[config.mk]
export PLATFORM = sky130hd
export DESIGN_NAME = mt_thread_select
export DESIGN_NICKNAME = d
export VERILOG_FILES = /design/src/rtl/mts_pkg.sv /design/src/rtl/mts_block_tracker.sv /design/src/rtl/mts_rr_search.sv /design/src/rtl/mt_thread_select.sv
export SDC_FILE = /design/constraint.sdc
export NUM_CORES = 1
export LEC_CHECK = 0
export CAP_MARGIN = 20
export CORE_AREA = 4 4 41 43
export CTS_BUF_LIST = sky130_fd_sc_hd__clkbuf_8
export DETAILED_ROUTE_END_ITERATION = 8
export DIE_AREA = 0 0 45 47
export PLACE_DENSITY = 0.76
export SYNTH_ARGS = -nofsm -noshare
export SYNTH_HDL_FRONTEND = slang
export SYNTH_SLANG_ARGS = --single-unit
export TNS_END_PERCENT = 10
[constraint.sdc]
create_clock -name clk -period 3.3 [get_ports clk]
set_input_delay 0.66 -clock clk [delete_from_list [all_inputs] [get_ports clk]]
set_output_delay 0.66 -clock clk [all_outputs]
set_load 0.1 [all_outputs]
[src/rtl/mts_pkg.sv]
package mts_pkg;

  localparam int MTS_MAX_THREADS = 32;

  // Cyclic scan: returns the first set bit of elig at base+1, base+2 ...
  // base+n (mod n); returns n when no bit is set.
  function automatic int rr_next(input logic [MTS_MAX_THREADS-1:0] elig,
                                 input int base, input int n);
    int pick;
    int idx;
    pick = n;
    for (int k = MTS_MAX_THREADS; k >= 1; k--) begin
      if (k <= n) begin
        idx = base + k;
        if (idx >= n) idx = idx - n;
        if (elig[idx]) pick = idx;
      end
    end
    return pick;
  endfunction

  // Blocked-flag update: an event wins over a completion in the same cycle.
  function automatic logic blk_update(input logic cur, input logic evt,
                                      input logic done);
    return evt | (cur & ~done);
  endfunction

endpackage

[src/rtl/mts_block_tracker.sv]
module mts_block_tracker #(
  parameter int NUM_THREADS = 4
) (
  input  logic                   clk,
  input  logic                   rst_n,
  input  logic [NUM_THREADS-1:0] lat_event,
  input  logic [NUM_THREADS-1:0] lat_done,
  output logic [NUM_THREADS-1:0] blk_q
);
  import mts_pkg::*;

  for (genvar t = 0; t < NUM_THREADS; t++) begin : g_thr
    always_ff @(posedge clk) begin
      if (!rst_n) blk_q[t] <= 1'b0;
      else        blk_q[t] <= blk_update(blk_q[t], lat_event[t], lat_done[t]);
    end
  end

endmodule

[src/rtl/mts_rr_search.sv]
module mts_rr_search #(
  parameter int NUM_THREADS = 4,
  parameter int TID_W       = 2
) (
  input  logic [NUM_THREADS-1:0] elig,
  input  logic [TID_W-1:0]       base,
  output logic                   found,
  output logic [TID_W-1:0]       pick
);
  import mts_pkg::*;

  logic [MTS_MAX_THREADS-1:0] elig_ext;
  int                         res;

  always_comb begin
    elig_ext                  = '0;
    elig_ext[NUM_THREADS-1:0] = elig;
    res   = rr_next(elig_ext, int'(base), NUM_THREADS);
    found = (res != NUM_THREADS);
    pick  = found ? TID_W'(res) : base;
  end

endmodule

[src/rtl/mt_thread_select.sv]
module mt_thread_select #(
  parameter int NUM_THREADS = 4
) (
  input  logic                    clk,
  input  logic                    rst_n,
  input  logic                    mode_blocked,
  input  logic [NUM_THREADS-1:0]  thr_ready,
  input  logic [NUM_THREADS-1:0]  lat_event,
  input  logic [NUM_THREADS-1:0]  lat_done,
  output logic [((NUM_THREADS > 1) ? $clog2(NUM_THREADS) : 1)-1:0] sel_tid,
  output logic                    sel_valid
);
  localparam int TID_W = (NUM_THREADS > 1) ? $clog2(NUM_THREADS) : 1;

  logic [NUM_THREADS-1:0] blk_q;
  logic [NUM_THREADS-1:0] elig;
  logic                   srch_found;
  logic [TID_W-1:0]       srch_pick;
  logic                   cur_elig;
  logic                   hold_cur;
  logic                   evt_switch;
  logic                   bubble;
  logic [TID_W-1:0]       nxt_tid;

  mts_block_tracker #(.NUM_THREADS(NUM_THREADS)) u_trk (
    .clk      (clk),
    .rst_n    (rst_n),
    .lat_event(lat_event),
    .lat_done (lat_done),
    .blk_q    (blk_q)
  );

  assign elig = thr_ready & ~blk_q & ~lat_event;

  mts_rr_search #(.NUM_THREADS(NUM_THREADS), .TID_W(TID_W)) u_srch (
    .elig (elig),
    .base (sel_tid),
    .found(srch_found),
    .pick (srch_pick)
  );

  // Named events for the checker.
  assign cur_elig   = elig[sel_tid];
  assign hold_cur   = mode_blocked & cur_elig;
  assign evt_switch = mode_blocked & sel_valid & ~cur_elig & srch_found;
  assign bubble     = ~srch_found;
  assign nxt_tid    = hold_cur ? sel_tid : srch_pick;

  always_ff @(posedge clk) begin
    if (!rst_n) begin
      sel_tid   <= '0;
      sel_valid <= 1'b0;
    end else begin
      sel_valid <= ~bubble;
      if (!bubble) sel_tid <= nxt_tid;
    end
  end

endmodule

==> flow_summary.json <==
{
  "wl_per_cell_um": 14.33,
  "reg2reg_slack_ns": 1.30,
  "clk_path_buf_depth": 2,
  "grt_use_total_pct": 14.81,
  "fin_crit_ns": 2.171,
  "final_util_pct": 61.06,
  "drc": 0,
  "timing.rr.start": "sel_tid[0]",
  "met3_usage_pct": 3.448,
  "synthMuxAreaShare_pct": 12.02,
  "synth.cell_area_um2": 583.1,
  "yosysUniqueCellTypes": 35,
  "startpoint_type": "input port",
  "cts_setup_buffers": 0,
  "finalMaxSlewViolations": 0,
  "post_synth_xor_area_fraction_pct": 0,
  "setup_viol": 0,
  "grt_max_degree": 12,
  "synth_compound_area_share_pct": 24.89,
  "htreeDepth": 1,
  "synth_top_family_by_area": "simple AND/OR/NAND/NOR gates",
  "drv_cap": 0,
  "fillers": 129,
  "grt_overflow": 0,
  "dr_total_vias": 556,
  "viasPerCell": 5.978,
  "dp_cells": 89,
  "die_x_um": 45,
  "clock-sinks": 7,
  "syn2layout_area_growth_pct": 36.27,
  "cts_tree": "yes",
  "finalWirelength_mm": 1.333,
  "nNetsFinal": 97,
  "p_leak_uw": 0.0003108,
  "ys_ff_latch": 7,
  "yosys.area_share.simple_pct": 28.33,
  "ys_warn_count": 0,
  "rsz0062_at_grt": "false",
  "grt.met1_usage_pct": 16.48,
  "ant_nets": 0,
  "fin_skew_ns": 0.002626,
  "path_class": "in2reg",
  "hp-class": "reg2reg",
  "antenna_found_initial": 0,
  "worst_slew_pin_slew_ns": 0.4626,
  "fin_cells": 93,
  "max_freq_ghz": 0.4606,
  "ys.flop_type": "dfxtp_1",
  "hold_viol": 0,
  "die_h_um": 47,
  "final_cell_mix": "clkdlybuf4s50_1, dfxtp_1, nand2_1",
  "period_share_pct": 65.79,
  "path_max_fanout": 3,
  "power.density_nw_per_um2": 764.7,
  "insertion_delay_ns": 0.23,
  "synth-adder-area-share_pct": 6.438,
  "n_antenna_cell": 0,
  "final_common_cell": "clkdlybuf4s50_1",
  "min_from": "u_trk.blk_q[3]",
  "holdBufCountCts": 0,
  "initial_core_util_pct": 44.81,
  "max_stage_delay_ns": 0.47,
  "synth.net_count": 77,
  "cts_resized": 0,
  "synthArstFlopShare_pct": 0,
  "outcome": "finished clean",
  "grt_pass1_wl_mm": 2.263,
  "drt-initial-drc-count": 14,
  "gp_congestion": 0.7813,
  "grt_use_met2_pct": 27.40,
  "crit_path_end_kind": "register",
  "io_pins": 18,
  "ys_seq_area_share_pct": 24.03,
  "path_cells": "clkdlybuf4s50_1 > nor4bb_1 > o211ai_1 > a221oi_1 > o21ai_1 > mux2i_1",
  "critPathSlowestCell": "clkdlybuf4s50_1",
  "synth_cells": 59,
  "busiest_layer": "met2",
  "timing.slew.headroom_pct": 69.12,
  "hpwl_mm": 1.000,
  "rows": 13,
  "crit_path_start": "thr_ready[0]",
  "io_buffers": 17,
  "drt_pass1_iterations": 4,
  "clk_pin_slew_ns": 0.04,
  "die_area_um2": 2115,
  "cts_made_buffers": 3,
  "first_global_vias": 554,
  "root_buffer": "clkbuf_8",
  "synth_edf_count": 0,
  "worstPathRequired_ns": 3.41,
  "core_area_um2": 1301,
  "avgSynthCellArea_um2": 9.882,
  "crit_arrival_ns": 2.28,
  "max-vdd-ir-drop_uv": 331.2,
  "setup_tns_ns": 0,
  "total_power_uw": 607.5,
  "layout-drive-gt1-share_pct": 16.67
}
metal layers:
layer  vias up  wire, um
li1        273         -
met1       266       577
met2        15       672
met3         2        74
met4         0         8
met5         -         0
logic make-up (layout without fill, tap and decap cells):
| logic type | Yosys count | after routing |
|---|---|---|
| DFF | 7 | 7 |
| and+or+nand+nor | 23 | 23 |
| AOI/OAI and AO/OA | 18 | 18 |
| buffers and inverters | 4 | 23 |
| adders and majority gates | 3 | 3 |
| muxes | 4 | 4 |
final cells by class:
cell class              count  area (um2)  share of cell area, %
clock buffers               3       41.29                  5.197
clock inverters             1       3.754                 0.4724
inverters                   2       10.01                  1.260
multi-input cells          48       417.9                  52.60
flip-flops and latches      7       140.1                  17.64
well taps                  15       18.77                  2.362
repair buffers             17       162.7                  20.47
flip-flops by register name (all words and copies together), names as in the netlist:
signal	cells
sel_tid	2
sel_valid	1
u_trk.blk_q	4
path summary, 6_finish.rpt:
| path | endpoint | depth (start not counted) |
|---|---|---|
| hold / removal | u_trk.blk_q[3] | 2 |
| setup / recovery | sel_tid[0] | 6 |
| setup reg to reg | sel_tid[0] | 7 |
| hold reg to reg | u_trk.blk_q[3] | 2 |
cell usage after synthesis, drive strengths merged, types with 2 or more instances:
library cell,instances,area share [%]
nor4b,2,4.1
o21ai,3,2.6
nor4bb,2,3.4
o21a,4,5.2
nand2,5,3.2
inv,2,1.7
a21oi,2,2.4
mux4,2,8.4
ha,3,6.4
and2,2,2.1
nor2b,4,4.3
nor3b,4,5.2
dfxtp,7,24
critical path: cells and delay by family:
| kind | cells | cell delay [ns] |
|---|---|---|
| AO/OA/AOI/OAI | 3 | 0.65 |
| buffers and inverters | 1 | 0.47 |
| AND/OR/NAND/NOR | 1 | 0.36 |
| multiplexers | 1 | 0.13 |
stage by stage:
stage / setup WS [ns] / instance area [um2] / hold slack, ns
floorplan: 0.8129 / 583.1 / 0.5673
global placement: 0.9224 / 749.5 / 0.5892
detailed placement: 0.9112 / 749.5 / 0.5973
CTS: 1.103 / 794.5 / 0.6116
global route: 0.9382 / 794.5 / 0.6410
finish: 1.129 / 794.5 / 0.6135
report_power, final:
group | internal [uW] | leakage, uW | switching, uW
logic | 130 | 0.000226 | 227
clock network | 80.5 | 0.0000269 | 37.9
registers | 105 | 0.0000583 | 27.0
Note: power is estimated with default switching activity, not from simulation.
